File: config.mk
export PLATFORM = sky130hd
export DESIGN_NAME = bitslice_alu
export DESIGN_NICKNAME = d
export VERILOG_FILES = /design/src/rtl/bitslice_pkg.sv /design/src/rtl/bitslice_regfile.sv /design/src/rtl/bitslice_alu_core.sv /design/src/rtl/bitslice_shift.sv /design/src/rtl/bitslice_dest.sv /design/src/rtl/bitslice_alu.sv
export SDC_FILE = /design/constraint.sdc
export NUM_CORES = 1
export LEC_CHECK = 0
export BUFFER_PORTS_ARGS = -buffer_cell sky130_fd_sc_hd__buf_4
export CAP_MARGIN = 5
export CELL_PAD_IN_SITES_DETAIL_PLACEMENT = 1
export CELL_PAD_IN_SITES_GLOBAL_PLACEMENT = 1
export CORE_AREA = 2 2 105 107
export CTS_CLUSTER_DIAMETER = 60
export DETAILED_ROUTE_END_ITERATION = 10
export DIE_AREA = 0 0 107 109
export GPL_ROUTABILITY_DRIVEN = 0
export GPL_TIMING_DRIVEN = 0
export PLACE_DENSITY_LB_ADDON = 0.1
export RECOVER_POWER = 100
export SLEW_MARGIN = 20
export SYNTH_ARGS = -nofsm -noshare
export SYNTH_HDL_FRONTEND = slang
export SYNTH_SLANG_ARGS = --single-unit
export TNS_END_PERCENT = 100
File: constraint.sdc
create_clock -name clk_i -period 5.1 [get_ports clk_i]
set_input_delay 0.255 -clock clk_i [delete_from_list [all_inputs] [get_ports clk_i]]
set_output_delay 0.255 -clock clk_i [all_outputs]
set_load 0.01 [all_outputs]
File: src/rtl/bitslice_pkg.sv
package bitslice_pkg;

  typedef enum logic [2:0] {
    SRC_AQ, SRC_AB, SRC_ZQ, SRC_ZB, SRC_ZA, SRC_DA, SRC_DQ, SRC_DZ
  } src_e;

  typedef enum logic [2:0] {
    FN_ADD, FN_SUBR, FN_SUBS, FN_OR, FN_AND, FN_NOTRS, FN_XOR, FN_XNOR
  } func_e;

  typedef enum logic [2:0] {
    DST_QREG, DST_NOP, DST_RAMA, DST_RAMF, DST_RAMQD, DST_RAMD, DST_RAMQU, DST_RAMU
  } dst_e;

  typedef enum logic [1:0] {
    SH_NONE, SH_DOWN, SH_UP
  } sh_e;

  typedef struct packed {
    logic rf_we;
    logic q_we;
    logic q_load_f;
    logic y_sel_a;
    sh_e  rf_sh;
    sh_e  q_sh;
  } dst_ctrl_t;

endpackage

File: src/rtl/bitslice_regfile.sv
module bitslice_regfile #(
  parameter int unsigned W     = 4,
  parameter int unsigned DEPTH = 16,
  localparam int unsigned AW   = $clog2(DEPTH)
) (
  input  logic          clk_i,
  input  logic          rst_ni,
  input  logic          we_i,
  input  logic [AW-1:0] waddr_i,
  input  logic [W-1:0]  wdata_i,
  input  logic [AW-1:0] raddr_a_i,
  input  logic [AW-1:0] raddr_b_i,
  output logic [W-1:0]  rdata_a_o,
  output logic [W-1:0]  rdata_b_o
);

  logic [W-1:0] words [DEPTH];

  for (genvar g = 0; g < DEPTH; g++) begin : g_word
    logic [W-1:0] word_q;
    always_ff @(posedge clk_i or negedge rst_ni) begin
      if (!rst_ni) begin
        word_q <= '0;
      end else if (we_i && (waddr_i == AW'(g))) begin
        word_q <= wdata_i;
      end
    end
    assign words[g] = word_q;
  end

  assign rdata_a_o = words[raddr_a_i];
  assign rdata_b_o = words[raddr_b_i];

endmodule

File: src/rtl/bitslice_alu_core.sv
module bitslice_alu_core
  import bitslice_pkg::*;
#(
  parameter int unsigned W = 4
) (
  input  logic [W-1:0] r_i,
  input  logic [W-1:0] s_i,
  input  func_e        fn_i,
  input  logic         cin_i,
  output logic [W-1:0] f_o,
  output logic         cout_o,
  output logic         ovf_o,
  output logic         prop_o,
  output logic         gen_o
);

  logic         arith;
  logic [W-1:0] x, y, sum;
  logic [W:0]   c, gg;

  always_comb begin
    arith = 1'b1;
    x     = r_i;
    y     = s_i;
    unique case (fn_i)
      FN_SUBR: x = ~r_i;
      FN_SUBS: y = ~s_i;
      FN_ADD:  ;
      default: arith = 1'b0;
    endcase
  end

  assign c[0]  = cin_i;
  assign gg[0] = 1'b0;

  // ripple chain; gg is the same chain with carry-in tied low
  for (genvar g = 0; g < W; g++) begin : g_bit
    assign sum[g]  = x[g] ^ y[g] ^ c[g];
    assign c[g+1]  = (x[g] & y[g]) | ((x[g] ^ y[g]) & c[g]);
    assign gg[g+1] = (x[g] & y[g]) | ((x[g] | y[g]) & gg[g]);
  end

  always_comb begin
    unique case (fn_i)
      FN_OR:    f_o = r_i | s_i;
      FN_AND:   f_o = r_i & s_i;
      FN_NOTRS: f_o = ~r_i & s_i;
      FN_XOR:   f_o = r_i ^ s_i;
      FN_XNOR:  f_o = ~(r_i ^ s_i);
      default:  f_o = sum;
    endcase
  end

  assign cout_o = arith & c[W];
  assign ovf_o  = arith & (c[W] ^ c[W-1]);
  assign prop_o = arith & (&(x | y));
  assign gen_o  = arith & gg[W];

endmodule

File: src/rtl/bitslice_shift.sv
module bitslice_shift
  import bitslice_pkg::*;
#(
  parameter int unsigned W = 4
) (
  input  sh_e          mode_i,
  input  logic [W-1:0] din_i,
  input  logic         lsb_in_i,
  input  logic         msb_in_i,
  output logic [W-1:0] dout_o,
  output logic         lsb_out_o,
  output logic         msb_out_o
);

  always_comb begin
    unique case (mode_i)
      SH_DOWN: dout_o = {msb_in_i, din_i[W-1:1]};
      SH_UP:   dout_o = {din_i[W-2:0], lsb_in_i};
      default: dout_o = din_i;
    endcase
  end

  assign lsb_out_o = (mode_i == SH_DOWN) & din_i[0];
  assign msb_out_o = (mode_i == SH_UP) & din_i[W-1];

endmodule

File: src/rtl/bitslice_dest.sv
module bitslice_dest
  import bitslice_pkg::*;
#(
  parameter int unsigned W = 4
) (
  input  dst_e         dst_i,
  input  logic [W-1:0] f_i,
  input  logic [W-1:0] q_i,
  input  logic [W-1:0] a_i,
  input  logic         ram_lsb_i,
  input  logic         ram_msb_i,
  input  logic         q_lsb_i,
  input  logic         q_msb_i,
  output logic         rf_we_o,
  output logic [W-1:0] rf_wdata_o,
  output logic         q_we_o,
  output logic [W-1:0] q_wdata_o,
  output logic [W-1:0] y_o,
  output logic         ram_lsb_o,
  output logic         ram_msb_o,
  output logic         q_lsb_o,
  output logic         q_msb_o
);

  dst_ctrl_t    ctl;
  logic [W-1:0] q_shifted;

  always_comb begin
    ctl = '{rf_we: 1'b0, q_we: 1'b0, q_load_f: 1'b0, y_sel_a: 1'b0,
            rf_sh: SH_NONE, q_sh: SH_NONE};
    unique case (dst_i)
      DST_QREG:  begin ctl.q_we = 1'b1; ctl.q_load_f = 1'b1; end
      DST_NOP:   ;
      DST_RAMA:  begin ctl.rf_we = 1'b1; ctl.y_sel_a = 1'b1; end
      DST_RAMF:  ctl.rf_we = 1'b1;
      DST_RAMQD: begin ctl.rf_we = 1'b1; ctl.q_we = 1'b1;
                       ctl.rf_sh = SH_DOWN; ctl.q_sh = SH_DOWN; end
      DST_RAMD:  begin ctl.rf_we = 1'b1; ctl.rf_sh = SH_DOWN; end
      DST_RAMQU: begin ctl.rf_we = 1'b1; ctl.q_we = 1'b1;
                       ctl.rf_sh = SH_UP; ctl.q_sh = SH_UP; end
      DST_RAMU:  begin ctl.rf_we = 1'b1; ctl.rf_sh = SH_UP; end
      default:   ;
    endcase
  end

  bitslice_shift #(.W(W)) u_rf_sh (
    .mode_i    (ctl.rf_sh),
    .din_i     (f_i),
    .lsb_in_i  (ram_lsb_i),
    .msb_in_i  (ram_msb_i),
    .dout_o    (rf_wdata_o),
    .lsb_out_o (ram_lsb_o),
    .msb_out_o (ram_msb_o)
  );

  bitslice_shift #(.W(W)) u_q_sh (
    .mode_i    (ctl.q_sh),
    .din_i     (q_i),
    .lsb_in_i  (q_lsb_i),
    .msb_in_i  (q_msb_i),
    .dout_o    (q_shifted),
    .lsb_out_o (q_lsb_o),
    .msb_out_o (q_msb_o)
  );

  assign rf_we_o   = ctl.rf_we;
  assign q_we_o    = ctl.q_we;
  assign q_wdata_o = ctl.q_load_f ? f_i : q_shifted;
  assign y_o       = ctl.y_sel_a ? a_i : f_i;

endmodule

File: src/rtl/bitslice_alu.sv
module bitslice_alu
  import bitslice_pkg::*;
#(
  parameter int unsigned W     = 4,
  parameter int unsigned DEPTH = 16,
  localparam int unsigned AW   = $clog2(DEPTH)
) (
  input  logic          clk_i,
  input  logic          rst_ni,
  input  logic [8:0]    instr_i,
  input  logic [AW-1:0] addr_a_i,
  input  logic [AW-1:0] addr_b_i,
  input  logic [W-1:0]  d_i,
  input  logic          cin_i,
  input  logic          oe_i,
  input  logic          ram_sh_lsb_i,
  input  logic          ram_sh_msb_i,
  input  logic          q_sh_lsb_i,
  input  logic          q_sh_msb_i,
  output logic [W-1:0]  y_o,
  output logic          ram_sh_lsb_o,
  output logic          ram_sh_msb_o,
  output logic          q_sh_lsb_o,
  output logic          q_sh_msb_o,
  output logic          cout_o,
  output logic          ovf_o,
  output logic          sign_o,
  output logic          zero_o,
  output logic          prop_o,
  output logic          gen_o
);

  src_e         src;
  func_e        fn;
  dst_e         dst;
  logic [W-1:0] rd_a, rd_b, q_q, r_op, s_op, f;
  logic [W-1:0] rf_wdata, q_wdata, y_int;
  logic         rf_we, q_we;

  assign src = src_e'(instr_i[2:0]);
  assign fn  = func_e'(instr_i[5:3]);
  assign dst = dst_e'(instr_i[8:6]);

  bitslice_regfile #(.W(W), .DEPTH(DEPTH)) u_rf (
    .clk_i     (clk_i),
    .rst_ni    (rst_ni),
    .we_i      (rf_we),
    .waddr_i   (addr_b_i),
    .wdata_i   (rf_wdata),
    .raddr_a_i (addr_a_i),
    .raddr_b_i (addr_b_i),
    .rdata_a_o (rd_a),
    .rdata_b_o (rd_b)
  );

  always_comb begin
    unique case (src)
      SRC_AQ:  begin r_op = rd_a; s_op = q_q;  end
      SRC_AB:  begin r_op = rd_a; s_op = rd_b; end
      SRC_ZQ:  begin r_op = '0;   s_op = q_q;  end
      SRC_ZB:  begin r_op = '0;   s_op = rd_b; end
      SRC_ZA:  begin r_op = '0;   s_op = rd_a; end
      SRC_DA:  begin r_op = d_i;  s_op = rd_a; end
      SRC_DQ:  begin r_op = d_i;  s_op = q_q;  end
      default: begin r_op = d_i;  s_op = '0;   end
    endcase
  end

  bitslice_alu_core #(.W(W)) u_alu (
    .r_i    (r_op),
    .s_i    (s_op),
    .fn_i   (fn),
    .cin_i  (cin_i),
    .f_o    (f),
    .cout_o (cout_o),
    .ovf_o  (ovf_o),
    .prop_o (prop_o),
    .gen_o  (gen_o)
  );

  bitslice_dest #(.W(W)) u_dest (
    .dst_i      (dst),
    .f_i        (f),
    .q_i        (q_q),
    .a_i        (rd_a),
    .ram_lsb_i  (ram_sh_lsb_i),
    .ram_msb_i  (ram_sh_msb_i),
    .q_lsb_i    (q_sh_lsb_i),
    .q_msb_i    (q_sh_msb_i),
    .rf_we_o    (rf_we),
    .rf_wdata_o (rf_wdata),
    .q_we_o     (q_we),
    .q_wdata_o  (q_wdata),
    .y_o        (y_int),
    .ram_lsb_o  (ram_sh_lsb_o),
    .ram_msb_o  (ram_sh_msb_o),
    .q_lsb_o    (q_sh_lsb_o),
    .q_msb_o    (q_sh_msb_o)
  );

  always_ff @(posedge clk_i or negedge rst_ni) begin
    if (!rst_ni)   q_q <= '0;
    else if (q_we) q_q <= q_wdata;
  end

  assign y_o    = oe_i ? y_int : '0;
  assign sign_o = f[W-1];
  assign zero_o = (f == '0);

endmodule

Word-level counts from Yosys, hierarchy flattened:

Cells that the tools add are included.

* bits in registers: 68
* input bits: 29
* output and inout port bits: 14
* logic and storage cells: 162

* order comparisons: 2
* eq/ne operators: 38
* multiplexer cells: 23
* bitwise logic cells: 48
* reductions and logical operators: 34

Operators with widths (number)
* $mux W4: 9
* $eq A3 B3 Y1 const B: 11
* $bmux W4 S4: 2
* $eq A4 B4 Y1 const B: 8
* $pmux W4 S2: 3
* $pmux W4 S5: 1
* $and A1 B1 Y1: 19
* $eq A3 B2 Y1 const B: 6
* $eq A4 B3 Y1 const B: 4
* $logic_and A1 B1 Y1: 16
* $not A4 Y4: 3
* $pmux W4 S3: 1
* $reduce_or A3 Y1: 4
* $ge A5 B5 Y1 const B: 2
* $not A4 Y5: 2
* $or A1 B1 Y1: 10
* $reduce_or A2 Y1: 5
* $logic_not A3 Y1: 3
* $xor A1 B1 Y1: 9
* $and A4 B4 Y4: 2
* $eq A4 B2 Y1 const B: 2
* $logic_not A4 Y1: 2
* $or A4 B4 Y4: 2
* $pmux W2 S2: 2
* other kinds (10): 17

Logic depth before layout (Yosys ltp):

* depth in word-level cells: 18
* depth in mapped cells: 19
* depth with buffers taken out: 17

Cells and area by module:

A second synthesis with hierarchy kept.

* cell total of the unflattened synthesis: 417
* area total of the unflattened synthesis: 5033.6 um2

By module, submodules not included
* bitslice_regfile: times used 1, cells an instance 235, area an instance 3573.4 um2, seq. area each 1601.5 um2
* bitslice_alu_core: times used 1, cells an instance 87, area an instance 723.2 um2, seq. area each 0.0 um2
* bitslice_alu: times used 1, cells an instance 42, area an instance 357.8 um2, seq. area each 100.1 um2
* bitslice_shift: times used 2, cells an instance 18, area an instance 111.4 um2, seq. area each 0.0 um2
* bitslice_dest: times used 1, cells an instance 17, area an instance 156.4 um2, seq. area each 0.0 um2

Worst setup path before layout:

OpenSTA, ideal clock, no wires.

* path type: input to register
* from: input port addr_b_i[0]
* to: register u_rf.g_word[4].word_q[2]
* library setup time: 125 ps
* data arrival time: 4632 ps
* required time: 4975 ps
* path slack: 343 ps
* cell stages on the path: 19
* buffers on the path: 2
* path through: buf_2 -> mux4_2 -> mux2i_1 -> nor2_1 -> a221o_1 -> a21oi_1 -> xnor2_1 -> inv_1 -> fa_1 -> inv_1 -> fa_1 -> fa_1 -> fa_1 -> o21ai_0 -> o221ai_1 -> a31oi_1 -> a21oi_1 -> clkbuf_1 -> mux2_2

* longest elaborated chain between the ends: 17
* elaborated cells between the ends (all ways): 32
* those cells by class: eq/ne: 1; mux: 7; bitwise: 23; reduce/logical: 1

RTL lines
* from (decl): line bitslice_alu.sv:12 `input logic [AW-1:0] addr_b_i,`
* $not A4 Y5 (implied by the code): line bitslice_regfile.sv:32 `assign rdata_b_o = words[raddr_b_i];`
* $bmux W4 S4: line bitslice_regfile.sv:32
* $mux W4 (implied by the code) (2 in series): line bitslice_regfile.sv:32
* $pmux W4 S3: line bitslice_alu.sv:57 `unique case (src)`
* $not A4 Y4: line bitslice_alu_core.sv:27 `FN_SUBS: y = ~s_i;`
* $mux W4: line bitslice_alu_core.sv:25 `unique case (fn_i)`
* $xor A1 B1 Y1: line bitslice_alu_core.sv:39 `assign c[g+1] = (x[g] & y[g]) | ((x[g] ^ y[g]) & c[g]);`
* $and A1 B1 Y1: line bitslice_alu_core.sv:39
* $or A1 B1 Y1: line bitslice_alu_core.sv:39
* $and A1 B1 Y1: line bitslice_alu_core.sv:39
* $or A1 B1 Y1: line bitslice_alu_core.sv:39
* $and A1 B1 Y1: line bitslice_alu_core.sv:39
* $or A1 B1 Y1: line bitslice_alu_core.sv:39
* $xor A1 B1 Y1: line bitslice_alu_core.sv:38 `assign sum[g] = x[g] ^ y[g] ^ c[g];`
* $pmux W4 S5: line bitslice_alu_core.sv:44 `unique case (fn_i)`
* $pmux W4 S2: line bitslice_shift.sv:16 `unique case (mode_i)`
* to (signal assigned): line bitslice_regfile.sv:25 `word_q <= wdata_i;`
* to (decl): line bitslice_regfile.sv:20 `logic [W-1:0] word_q;`

Parallel ways exist; a longest one is shown, timed or not. The select of a mux whose other input is x is not followed.
A chain may end at the register's enable or synchronous reset.

Final worst setup path:

* from: register u_rf.g_word[5].word_q[0]
* to: output port zero_o

* longest elaborated chain between the ends: 16
* elaborated cells between the ends (all ways): 31
* those cells by class: mux: 11; bitwise: 19; reduce/logical: 1

RTL lines
* from (decl): line bitslice_regfile.sv:20
* from (signal assigned): line bitslice_regfile.sv:25
* $bmux W4 S4, on equally long branches: line bitslice_regfile.sv:31, bitslice_regfile.sv:32
* $mux W4, on equally long branches (2 in series): line bitslice_regfile.sv:31, bitslice_regfile.sv:32
* $pmux W4 S3 or $pmux W4 S2 (tied branches): line bitslice_alu.sv:57
* $not A4 Y4, on equally long branches: line bitslice_alu_core.sv:27, bitslice_alu_core.sv:26, bitslice_alu_core.sv:47
* $mux W4: line bitslice_alu_core.sv:25
* $xor A1 B1 Y1: line bitslice_alu_core.sv:38, bitslice_alu_core.sv:39
* $and A1 B1 Y1: line bitslice_alu_core.sv:39
* $or A1 B1 Y1: line bitslice_alu_core.sv:39
* $and A1 B1 Y1: line bitslice_alu_core.sv:39
* $or A1 B1 Y1: line bitslice_alu_core.sv:39
* $and A1 B1 Y1: line bitslice_alu_core.sv:39
* $or A1 B1 Y1: line bitslice_alu_core.sv:39
* $xor A1 B1 Y1: line bitslice_alu_core.sv:38
* $pmux W4 S5 (*): line bitslice_alu_core.sv:44
* $logic_not A4 Y1 (*): line bitslice_alu.sv:108 `assign zero_o = (f == '0);`
* to (decl): line bitslice_alu.sv:28 `output logic zero_o,`

Every way passes the cells marked *; elsewhere a longest branch is shown, timed or not. The select of a mux whose other input is x is not followed.

==> results.md <==
- DR iter-0 viols: 281
- DRC viols: 0
- Async S/R FF share, synth: 100.0%
- Arr. time, crit path: 4.70 ns
- DR vias: 4093
- Storage cell area: 0.001702 sq mm
- DP Area: 0.005443 sq mm
- Cells on worst reg2reg path: 17
- Clock power share: 20.9%
- Clk pin slew, worst setup/hold paths: 0.08 ns
- Total negative slack: 0 ns
- CTS buffer count: 9
- DRT Pass-1 Iters: 5
- Antenna Violating Nets Remaining: 0
- Switching Share: 36.15%
- Worst hold path stage count: 4
- Number of global-route vias before repair: 4376
- Main synth FF type: dfrtp_1
- Synth Instances: 463
- Post-Route WL: 15990 um
- # fillers: 1184
- Synth cell types: 59
- Crit. Startpoint: u_rf.g_word[5].word_q[0]$_DFFE_PN0P_
- Crit start category: flop
- CP required: 4.85 ns
- Sequential element share of the synthesized area: 34.10%
- Critical R2R Capture: u_rf.g_word[14].word_q[1]$_DFFE_PN0P_
- Antenna fix cells: 0
- Post-Syn Nets: 510
- RSZ-0062 raised after global routing: no
- Relative slew slack: -141.5%
- Number of enable flip-flop cells after synthesis: 0
- Multi-input gate area: 0.003131 sq mm
- GRT Residual Overflow: 0
- Worst Setup Path Type: flop to output pin
- Total of max-cap violations: 1
- DP HPWL: 11960 um
- Cell Area, Synth: 0.004990 sq mm
- Crit Path Max Fanout: 4
- Avg WL per Cell: 24.07 um
- Worst reg-to-reg setup slack: 0.17 ns
- Setup violators final: 0
- Hold Fails Final Rpt: 0
- Post-CTS Hold Fix Bufs: 0
- Worst hold slack: 0.2406 ns
- Syn Area/Cell: 10.78 sq um
- Die Y-Extent: 109 um
- Area Overhead vs Synth: 15.67%
- First-pass GRT wire length: 25140 um
- Tcrit/Tclk final: 97.13%
- Worst reg2reg startpoint: u_rf.g_word[5].word_q[0]$_DFFE_PN0P_
- Worst setup path endpoint: zero_o
- DIE AREA: 0.01166 sq mm
- FMAX: 0.2019 GHz
- # IOs: 43
- CTS max path bufs: 2
- GRT Total Usage: 29.06%
- Int Power: 1556 uW
- Tot Pwr: 2437 uW
- Root buffer cell: clkbuf_8
- CTS tree: done
- Chip width: 107 um
- Slew Limit Fails: 69
- Total leakage power: 0.002475 uW
- Layout Skew: 0.009265 ns
- Tmin final: 4.954 ns
- Port Buffer Count: 37
- Initial antenna violation count: 0
- Design area: 0.005772 sq mm
- Maximum VDD drop: 0.0002151 V
- Switch Pwr: 881.2 uW
- Final Net Count: 566
- H-tree depth: 3
- Failing checks: capacitance limit, slew limit
- Pin count of the biggest net entering global routing: 69
- Power share of the combinational group: 40.4%
- PD cells: 422.3 mW/mm^2
- # rows: 38
- Worst skew pair latency: 0.36 ns
- Crit. End Element: output pin
- Share of cells above drive strength 1: 35.88%
- Outcome: finished with violations
- Reg power frac: 38.7%
- Clk sinks: 68
- Total core area: 0.01060 sq mm
- Synth Register Bits: 68
- Via density per instance: 6.164
- Synth warn: 0
- HP Class: primary input to flop
- Initial Utilization: 47.06%
- Worst Tran Pin Value: 3.622 ns
[cell usage in the layout, fill, tap and decap left out, types with 4 or more instances in the layout]
cell type and count:
and2_1 4, dfrtp_1 68, nor2b_1 11, a22o_1 4, nor3b_1 5, mux2i_1 15
a31oi_1 4, inv_1 25, nor2_1 42, a21oi_1 9, mux4_2 16, xor2_1 6
nor3_1 12, buf_4 40, nand2_1 15, o22ai_1 8, clkbuf_8 10, buf_2 8
mux2_2 81, and3_1 5, o21ai_0 8, xnor2_1 5, ha_1 14, nand4_1 4
clkbuf_1 13, a211oi_1 5, nand2b_1 10
[layout make-up]
class	instances	share of cell area (%)
Multi-Input combinational cell	346	54.24
Inverter	26	1.691
Sequential cell	68	29.48
Tap cell	140	3.035
Clock buffer	11	2.450
Buffer	23	2.103
Clock inverter	5	1.474
Timing Repair Buffer	45	5.528
[power by group through the flow]
| stage | combinational (uW) | sequential [uW] | clock [uW] |
|---|---|---|---|
| 2_1_floorplan | 686 | 857 | 0 |
| 3_3_place_gp | 896 | 926 | 0 |
| 3_5_place_dp | 929 | 944 | 0 |
| 4_1_cts | 969 | 937 | 515 |
| 5_1_grt | 1070 | 971 | 539 |
| 6_report | 984 | 944 | 509 |
[worst max-delay path, cell delays in order, from the launching register on]
cell and delay, ns:
dfrtp_1 0.42, mux4_2 0.51, mux2i_2 0.18, nor2_1 0.06
a221o_1 0.30, a21oi_4 0.21, xnor2_2 0.12, inv_2 0.11
fa_1 0.18, inv_1 0.07, fa_1 0.45, fa_2 0.39
fa_2 0.50, nor2_2 0.16, a21oi_2 0.08, buf_4 0.14
nor4_1 0.28, buf_4 0.17
[cells in the mapped netlist (all sizes together) (3+ instances only)]
master	count	area (sq um)
a22o	4	35.03
o21a	3	22.52
nor2	43	161.4
mux2i	16	160.2
nand3	3	15.01
nand2	15	56.30
nand3b	3	22.52
nand2b	10	62.56
a2111oi	3	26.28
buf	14	88.84
xnor2	6	52.55
dfrtp	68	1702
mux4	18	412.9
o21ai	9	45.04
fa	4	80.08
nor3b	5	37.54
o221ai	3	26.28
ha	14	175.2
a31oi	5	31.28
xor2	7	61.31
nand4	4	25.02
mux2	81	912.1
nor2b	11	68.82
a21oi	12	60.06
a22oi	4	35.03
nor3	13	65.06
clkbuf	9	35.03
a211oi	5	37.54
o22ai	9	62.56
and3	6	42.54
inv	26	97.59
and2	5	31.28
[cell families after synthesis]
logic type      Yosys count  synth area share (%)
xor+xnor                 13                 2.282
mux                     115                 29.76
simple gates            125                 12.76
compound gates           75                 11.53
flops                    68                 34.10
buf+inv                  49                 4.438
fa+ha+maj                18                 5.115
[registers in the layout (all words and copies together), names as in the netlist]
| register | flops |
|---|---|
| u_rf.g_word.word_q | 64 |
| q_q | 4 |
[per-layer routing]
metal / GRT usage [%] / share of wire [%] / up-vias
li1: - / - / 1819
met1: 36.33 / 41 / 2107
met2: 51.77 / 51 / 139
met3: 4.124 / 5.1 / 28
met4: 9.926 / 2.8 / 0
met5: 0 / 0 / -
[worst min path at each step]
stage	startpoint	to	slack, ns
final	instr_i[6]	q_q[3]$_DFFE_PN0P_	0.24
after global routing	q_sh_msb_i	q_q[3]$_DFFE_PN0P_	0.27
after CTS	rst_ni	u_rf.g_word[13].word_q[3]$_DFFE_PN0P_	0.03
after detailed placement	rst_ni	u_rf.g_word[3].word_q[1]$_DFFE_PN0P_	0.42
after global placement	rst_ni	u_rf.g_word[3].word_q[1]$_DFFE_PN0P_	0.41
after floorplan	rst_ni	q_q[0]$_DFFE_PN0P_	-0.04
[repair_timing]
action,4_1_cts,5_1_grt
resized for setup,13,10
setup buffers,4,4
setup endpoints to repair,41,23
pin swaps,2,2
[per-stage QoR]
step,utilization [%],setup slack [ns],instances
5_1_grt,54.44,0.009275,664
3_3_place_gp,51.33,-0.8217,640
3_5_place_dp,51.33,-0.8499,640
4_1_cts,54.27,0.05823,660
6_report,54.44,0.1464,664
2_1_floorplan,-,0.3431,463
Note: power is estimated with default switching activity, not from simulation.
